$ cat config.mk
export PLATFORM = sky130hd
export DESIGN_NAME = ea_gen
export DESIGN_NICKNAME = d
export VERILOG_FILES = /design/src/rtl/ea_gen.sv
export SDC_FILE = /design/constraint.sdc
export NUM_CORES = 1
export LEC_CHECK = 0
export BUFFER_PORTS_ARGS = -buffer_cell sky130_fd_sc_hd__buf_4
export CORE_AREA = 5 5 98 100
export CTS_BUF_LIST = sky130_fd_sc_hd__clkbuf_16
export DETAILED_ROUTE_END_ITERATION = 6
export DIE_AREA = 0 0 103 105
export GPL_ROUTABILITY_DRIVEN = 0
export HOLD_SLACK_MARGIN = 0.03
export PLACE_DENSITY_LB_ADDON = 0.05
export SYNTH_ARGS = -nofsm -noshare
export SYNTH_HDL_FRONTEND = slang
export SYNTH_SLANG_ARGS = --single-unit
export TNS_END_PERCENT = 5
$ cat constraint.sdc
create_clock -name clk -period 6.5 [get_ports clk]
set_input_delay 0.325 -clock clk [delete_from_list [all_inputs] [get_ports clk]]
set_output_delay 0.325 -clock clk [all_outputs]
set_load 0.005 [all_outputs]
$ cat src/rtl/ea_gen.sv
module ea_gen #(
  parameter int AW = 16,
  parameter int RW = 3,
  parameter int DW = 2
) (
  input  logic          clk,
  input  logic          rst_n,
  input  logic          start,
  input  logic [2:0]    mode,
  input  logic [AW-1:0] afield,
  input  logic [RW-1:0] rfield,
  input  logic [DW-1:0] depth,
  input  logic [AW-1:0] pc,
  output logic [RW-1:0] rf_sel,
  input  logic [AW-1:0] rf_data,
  output logic          mem_req,
  output logic [AW-1:0] mem_addr,
  input  logic          mem_valid,
  input  logic [AW-1:0] mem_rdata,
  output logic          done,
  output logic          err,
  output logic [AW-1:0] operand,
  output logic [AW-1:0] ea
);
  localparam logic [2:0] M_IMM = 3'd0, M_DIR = 3'd1, M_IND = 3'd2, M_REG = 3'd3,
                         M_RIND = 3'd4, M_DISP = 3'd5, M_REL = 3'd6;

  typedef enum logic [1:0] {S_IDLE, S_PTR, S_FIN} st_t;

  st_t           st;
  logic [DW-1:0] left;
  logic [AW-1:0] addr;
  logic          busy;

  assign busy     = (st != S_IDLE);
  assign rf_sel   = rfield;
  assign mem_req  = busy;
  assign mem_addr = addr;
  assign ea       = addr;

  always_ff @(posedge clk) begin
    if (!rst_n) begin
      st      <= S_IDLE;
      left    <= '0;
      addr    <= '0;
      operand <= '0;
      done    <= 1'b0;
      err     <= 1'b0;
    end else begin
      done <= 1'b0;
      err  <= 1'b0;
      case (st)
        S_IDLE: if (start) begin
          case (mode)
            M_IMM: begin
              addr    <= afield;
              operand <= afield;
              done    <= 1'b1;
            end
            M_DIR: begin
              addr <= afield;
              st   <= S_FIN;
            end
            M_IND: begin
              addr <= afield;
              left <= (depth == '0) ? DW'(1) : depth;
              st   <= S_PTR;
            end
            M_REG: begin
              addr    <= {{(AW-RW){1'b0}}, rfield};
              operand <= rf_data;
              done    <= 1'b1;
            end
            M_RIND: begin
              addr <= rf_data;
              st   <= S_FIN;
            end
            M_DISP: begin
              addr <= afield + rf_data;
              st   <= S_FIN;
            end
            M_REL: begin
              addr <= afield + pc;
              st   <= S_FIN;
            end
            default: begin
              addr    <= '0;
              operand <= '0;
              done    <= 1'b1;
              err     <= 1'b1;
            end
          endcase
        end
        S_PTR: if (mem_valid) begin
          addr <= mem_rdata;
          left <= left - DW'(1);
          if (left == DW'(1)) st <= S_FIN;
        end
        S_FIN: if (mem_valid) begin
          operand <= mem_rdata;
          done    <= 1'b1;
          st      <= S_IDLE;
        end
        default: st <= S_IDLE;
      endcase
    end
  end
endmodule

==> run metrics, run 1 <==
syn_area_per_cell=7.72 um^2; Critical Path RT=6.66 ns; io pins=130; post-CTS sizing=0; CTS Buf Count=5; Slew Limit Fails=0; Yosys cell types=59; Routed WL=roughly 12000 um; slack of the critical path=between 2 and 3 ns; total gr overflow=0; Slew HR=16.0%; initial antenna violation count=0; Hold/Removal Path Class=in2reg; Initial Util=41.4%; CP Cell Sequence=buf_4, nand3b_1, mux2_1, ha_1, a21o_1, a21oi_1, a21oi_1, o211ai_1, a2111oi_0, a211o_1; Slowest cell on crit path=nand3b_1; routed length per instance=18.6 um; grt met3 use=about 3.5%; crit path kind=in2reg; H-tree Lvls=2; Fmax=0.281 GHz; Power Total=892 uW; worst vdd ir=146 uV; Worst EP arrival=3.73 ns; CTS Sinks=38; Fin. Hold Viols=0; Final min period=3.56 ns; Mapped Cells=461; gr busiest metal=met2; ANT nets after route=0; via count=3809; pin count of the biggest net entering global routing=40; Tightest Pin Transition=1.26 ns; hold path depth=3; port bufs=129; RSZ-0062 raised after global routing=no; Post CTS Setup Buffer Count=0; Synth area leader=dfxtp_1; first-pass GRT wire length=roughly 19000 um; clock slew at reported path FFs=0.06 ns; synth-to-layout area growth=28.7%; leakage power=1.99 nW; met1 Use GR=29.2%; syn_nets=557; DRC violations left=0; Die X=between 100 and 150 um; Synth Flop Type=dfxtp_1; Die Ht=105 um; Via density=about 5.8; Post-Syn Area=3560 um^2; type of element launching the critical path=primary input; Max clock buf depth=2; clock root buffer=clkbuf_16; 1st-pass router iterations=6; PD cells=195 nW/um^2; post-synthesis sequential area ratio=approximately a fifth; DP HPWL=9340 um; top cells by area, synth=dfxtp_1, a21oi_1, ha_1; final setup fails=0; Clk Latency, worst-skew pair=between 0.2 and 0.3 ns; vias in the first global route=about 3600; worst slack, placed=2.63 ns; Warnings, synthesis=0; CP delay by family, top=compound AO/OA/AOI/OAI gates; Register-to-Register Path Depth=7; TNS Setup=0 ns; Crit path largest cell delay=0.69 ns; register bit total from synthesis=38; Clock Skews=0.00729 ns; Commonest cells post-synth=a21oi_1, dfxtp_1, nor2_1; crit-path most repeated cell=a21oi_1; cell with the most instances after synthesis=a21oi_1; part of the cycle the worst path needs=a little over half; Worst Path Max Fanout=30; Post-synth EDFFs=0; die area=10800 um^2; share of layout cells above drive strength 1=between 20% and 30%; worst r2r dst=ea[15]; hold_sp=start; # hold bufs at CTS=0; Max-cap violations=0; n_diodes=0; Synth top area share=21.4%; RR Startpoint=st[0]; R2R setup slack=3.93 ns; Worst Hold Path EP=err; initial DRC count=240; grt met2 use=36.3%; buffers and inverters on the worst path=1; core region area=8590 um^2; Total GRT Usage=22.2%; number of cell rows=34; Fillers=859; TritonCTS clock tree=done; status=complete, no violations; Final nets=approximately 650; asr flop ratio synth=0%; Crit. End Element=flip-flop; utilization after layout=between 50% and 60%
registers in the layout, summed over array words and instances (netlist names):
signal / cells
err: 1
st: 2
operand: 16
done: 1
left: 2
ea: 16
cell type report:
cell class / instances / area [um^2] / area share (%)
multi-input combinational: 370 / 2500 / 54.6
timing repair buffer: 130 / 976 / 21.3
sequential: 38 / 761 / 16.6
tap: 108 / 135 / 2.95
clock buffer: 5 / 125 / 2.73
clock inverter: 3 / 63.8 / 1.39
inverter: 5 / 18.8 / 0.410
routing by layer:
metal | wire (um) | vias up
met1 | 5190 | 1756
li1 | - | 1853
met2 | 5790 | 175
met5 | 0 | -
met3 | 915 | 25
met4 | 361 | 0
power breakdown:
part | internal [mW] | leakage (nW) | switching [mW]
combinational | 0.148 | 1.59 | 0.157
sequential | 0.250 | 0.311 | 0.0137
clock | 0.219 | 0.0915 | 0.103
total | 0.617 | 1.99 | 0.274
logic make-up (layout without fill, tap and decap cells):
family,after synthesis,count (layout),share of synthesized area [%]
and+or+nand+nor,144,144,20.9
adders and majority gates,20,20,7.24
xor gates and xnor gates,6,6,1.48
DFF,38,38,21.4
AOI/OAI and AO/OA,162,162,29.4
muxes,38,38,11.2
buffers and inverters,53,143,8.36
through the flow:
stage | hold WS, ns | cells | area, um^2
after global routing | 0.305 | 659 | 4580
after floorplan | 0.443 | 461 | 3560
after global placement | 0.483 | 651 | 4390
final | 0.287 | 659 | 4580
after detailed placement | 0.489 | 651 | 4390
after CTS | 0.293 | 659 | 4580
cell usage in the layout (no fill, tap or decap), drive strengths merged, types with 6 or more instances in the layout:
| master | count |
|---|---|
| a21o | 6 |
| a21oi | 57 |
| a221oi | 10 |
| a22oi | 16 |
| buf | 130 |
| dfxtp | 38 |
| ha | 19 |
| mux2 | 16 |
| mux2i | 22 |
| nand2 | 29 |
| nand2b | 6 |
| nand3 | 6 |
| nor2 | 36 |
| nor2b | 33 |
| nor3 | 11 |
| o211ai | 7 |
| o21ai | 33 |
worst register-to-register path, delay by kind of cell (launching register included):
kind / cells / cell delay, ns
compound gates: 3 / 1.29
simple gates: 3 / 0.69
flops: 1 / 0.31
buf+inv: 1 / 0.22
worst max path at each step:
stage	slack, ns	from	endpoint	cells past startpoint
2_1_floorplan	3.46	mode[1]	ea[13]	11
3_3_place_gp	2.78	mode[2]	ea[13]	10
3_5_place_dp	2.63	mode[2]	ea[13]	10
4_1_cts	3.00	mode[2]	ea[13]	10
5_1_grt	2.72	mode[2]	ea[13]	10
6_report	2.94	mode[2]	ea[13]	10
(Power assumes the default switching activity.)
==> run 2: changes to the inputs <==
- clock period: 6.5 -> 3.6 ns (I/O delays scaled with it)
==> run metrics, run 2 (synthesized netlist as in run 1, its figures left out) <==
status=complete, no violations; number of cell rows=34; CP delay by family, top=compound AO/OA/AOI/OAI gates; Die Ht=roughly 110 um; # hold bufs at CTS=0; Max-cap violations=0; Fin. Hold Viols=0; worst vdd ir=176 uV; grt met3 use=3.60%; CTS Sinks=38; Worst Path Max Fanout=16; ANT nets after route=0; Slowest cell on crit path=a2111oi_0; clock slew at reported path FFs=around 0.060 ns; total gr overflow=0; Max clock buf depth=2; post-CTS sizing=0; share of layout cells above drive strength 1=29.4%; Power Total=1.62 mW; TNS Setup=0 ns; gr busiest metal=met2; buffers and inverters on the worst path=2; most frequent cells in the layout=buf_4, a21oi_1, dfxtp_1; CTS Buf Count=5; synth-to-layout area growth=30.1%; Total GRT Usage=between 20% and 30%; first-pass GRT wire length=19500 um; TritonCTS clock tree=done; PD cells=roughly 350 nW/um^2; Fmax=0.351 GHz; core region area=around 8600 um^2; DP HPWL=9510 um; Final nets=653; Initial Util=41.4%; DRC violations left=0; routed length per instance=~19 um; grt met2 use=36.3%; Routed WL=12400 um; part of the cycle the worst path needs=79.2%; Die X=103 um; 1st-pass router iterations=6; clock root buffer=clkbuf_16; via count=about 3900; Final min period=2.85 ns; Clock Skews=0.00449 ns; Slew HR=between 30% and 40%; n_diodes=0; Crit. End Element=flip-flop; most common cell after layout, fill and taps aside=buf_4; Via density=5.87; met1 Use GR=30.0%; leakage power=2.03 nW; io pins=130; die area=10800 um^2; Tightest Pin Transition=about 0.96 ns; port bufs=129; CP Cell Sequence=buf_4, nand3b_1, buf_4, mux2_2, ha_1, a21o_1, nand3_1, a311oi_1, o211ai_1, a2111oi_0, a211o_1; Slew Limit Fails=0; initial antenna violation count=0; Hold/Removal Path Class=in2reg; Worst EP arrival=3.08 ns; hold_ws=about 0.14 ns; Crit path largest cell delay=0.52 ns; Clk Latency, worst-skew pair=between 0.2 and 0.3 ns; RSZ-0062 raised after global routing=no; initial DRC count=253; vias in the first global route=3774; Fillers=842; crit-path most repeated cell=buf_4; type of element launching the critical path=primary input; pin count of the biggest net entering global routing=40; final setup fails=0; H-tree Lvls=2; crit path kind=in2reg; Critical Path RT=3.83 ns; Post CTS Setup Buffer Count=0
==> run 2: cell count changes in the layout (fill, tap and decap cells not counted) <==
| cell | change |
|---|---|
| buf_4 | +7 |
==> run 2: worst min-delay path: cells and delay by family <==
| family | cells | cell delay, ns |
|---|---|---|
| buffers and inverters | 1 | 0.12 |
| and+or+nand+nor | 2 | 0.09 |
==> run 2: worst paths after layout <==
check,start,endpoint,slack (ns),cells past startpoint
min reg2reg,left[1],left[1],0.50,1
min,start,err,0.14,3
max,mode[0],ea[13],0.75,11
max reg2reg,st[0],ea[15],1.06,5
==> run 2: where the power goes <==
| group | internal [mW] | leakage [nW] | switching [mW] |
|---|---|---|---|
| combinational | 0.273 | 1.63 | 0.285 |
| clock | 0.395 | 0.0915 | 0.191 |
| sequential | 0.452 | 0.311 | 0.0259 |
| total | 1.12 | 2.03 | 0.502 |
==> run 2: metrics by stage <==
stage                     util [%]  instances  worst slack, ns  area, um^2
after floorplan                  -        461            0.701        3560
after global placement        51.7        658            0.637        4450
after detailed placement      51.7        658            0.524        4450
after CTS                     53.9        666            0.785        4630
after global routing          53.9        666            0.483        4630
final                         53.9        666            0.748        4630
==> run 2: cell type report <==
cell class / count / area, um^2 / area share, %
clock inverter: 3 / 63.8 / 1.38
sequential: 38 / 761 / 16.4
timing repair buffer: 137 / 1030 / 22.2
clock buffer: 5 / 125 / 2.70
inverter: 5 / 18.8 / 0.405
tap: 108 / 135 / 2.92
multi-input combinational: 370 / 2500 / 54.0
==> run 2: per-layer routing <==
metal / share of wire, % / vias to the layer above
met5: 0 / -
met4: 3.7 / 0
met3: 8.5 / 33
met2: 46 / 194
met1: 41 / 1804
li1: - / 1878
==> run 3: changes to the inputs <==
- clock period: 3.6 -> 2.9 ns (I/O delays scaled with it)
==> run metrics, run 3 (synthesized netlist as in run 1, its figures left out) <==
status=complete, no violations; total gr overflow=0; via count=3870; share of layout cells above drive strength 1=30.3%; worst slack, placed=0.130 ns; met1 Use GR=around 29%; Crit. End Element=flip-flop; Tightest Pin Transition=roughly 0.69 ns; Fin. Hold Viols=0; Post CTS Setup Buffer Count=0; Fillers=833; # hold bufs at CTS=0; Clock Skews=0.00968 ns; Slew HR=53.7%; Final nets=660; TNS Setup=0 ns; final setup fails=0; CTS Buf Count=5; Via density=5.75; DP HPWL=9720 um; vias in the first global route=3753; Power Total=2.02 mW; synth-to-layout area growth=32.0%; RR Startpoint=st[0]; Die Ht=105 um; worst vdd ir=262 uV; Initial Util=between 40 and 50%; Max clock buf depth=2; first-pass GRT wire length=~19000 um; ANT nets after route=0; Max-cap violations=0; Final min period=2.58 ns; H-tree Lvls=2; io pins=130; Crit path largest cell delay=approximately 0.48 ns; initial antenna violation count=0; core region area=8590 um^2; initial DRC count=~220; Slowest cell on crit path=a2111oi_0; RSZ-0062 raised after global routing=no; Worst setup startpoint=mode[1]; hold_sp=start; clock slew at reported path FFs=roughly 0.060 ns; grt met3 use=under 10%; Slew Limit Fails=0; hold path depth=3; Die X=103 um; Register-to-Register Path Depth=6; Fmax=between 0.3 and 0.4 GHz; most frequent cells in the layout=buf_4, a21oi_1, dfxtp_1; Clk Latency, worst-skew pair=0.29 ns; type of element launching the critical path=primary input; CP Cell Sequence=buf_4, nand3b_1, buf_12, mux2_2, ha_1, and3_1, nand4_1, a21oi_1, o211ai_1, a2111oi_0, a211o_1; clock root buffer=clkbuf_16; number of cell rows=34; Critical Path RT=3.13 ns; worst r2r dst=ea[9]; Total GRT Usage=between 20 and 25%; n_diodes=0; grt met2 use=35.5%; 1st-pass router iterations=5; slack of the critical path=0.319 ns; Worst EP arrival=approximately 2.8 ns; port bufs=about 130; Multi-input gate area=2500 um^2; Worst Hold Path EP=err; PD cells=approximately 430 nW/um^2; CTS Sinks=38; Worst Path Max Fanout=16; Register Area=761 um^2; post-CTS sizing=0; leakage power=2.07 nW; pin count of the biggest net entering global routing=40; routed length per instance=between 15 and 20 um; DRC violations left=0; part of the cycle the worst path needs=around nine tenths; R2R setup slack=0.73 ns; Hold/Removal Path Class=in2reg; gr busiest metal=met2; most common cell after layout, fill and taps aside=buf_4; die area=10800 um^2; TritonCTS clock tree=done; crit path kind=in2reg; Routed WL=12300 um
run 3: cell count changes in the layout (fill, tap and decap cells not counted):
| cell | change |
|---|---|
| buf_4 | +6 |
| buf_12 | +1 |
run 3: report_power, final:
part / internal [mW] / total [mW] / switching (mW)
logic: 0.347 / 0.701 / 0.354
registers: 0.561 / 0.594 / 0.0328
clock network: 0.491 / 0.727 / 0.236
run 3: worst max-delay path: cells and delay by family:
| kind | cells | cell delay, ns |
|---|---|---|
| AOI/OAI and AO/OA | 4 | 1.16 |
| and+or+nand+nor | 3 | 0.46 |
| adders and majority gates | 1 | 0.38 |
| muxes | 1 | 0.35 |
| buffers and inverters | 2 | 0.31 |
run 3: worst max path at each step:
stage	endpoint	cells after the start
2_1_floorplan	ea[13]	11
3_3_place_gp	ea[13]	11
3_5_place_dp	ea[13]	11
4_1_cts	ea[13]	11
5_1_grt	ea[13]	11
6_report	ea[13]	11
run 3: per-layer routing:
layer | vias up | routed length (um)
met5 | - | 0
met4 | 0 | 483
met3 | 37 | 875
met2 | 171 | 5710
met1 | 1772 | 5260
li1 | 1890 | -
run 3: per-stage QoR:
step                area [um^2]  utilization, %  hold WS, ns  std cells
detailed placement         4510            52.5        0.406        665
CTS                        4700            54.7        0.111        673
global route               4700            54.7        0.134        673
finish                     4700            54.7        0.110        673
floorplan                  3560               -        0.263        461
global placement           4510            52.5        0.403        665
run 3: layout make-up:
type / count / area share [%]
timing repair buffer: 144 / 23.3
sequential: 38 / 16.2
clock inverter: 3 / 1.36
inverter: 5 / 0.399
clock buffer: 5 / 2.66
tap: 108 / 2.88
multi-input combinational: 370 / 53.2
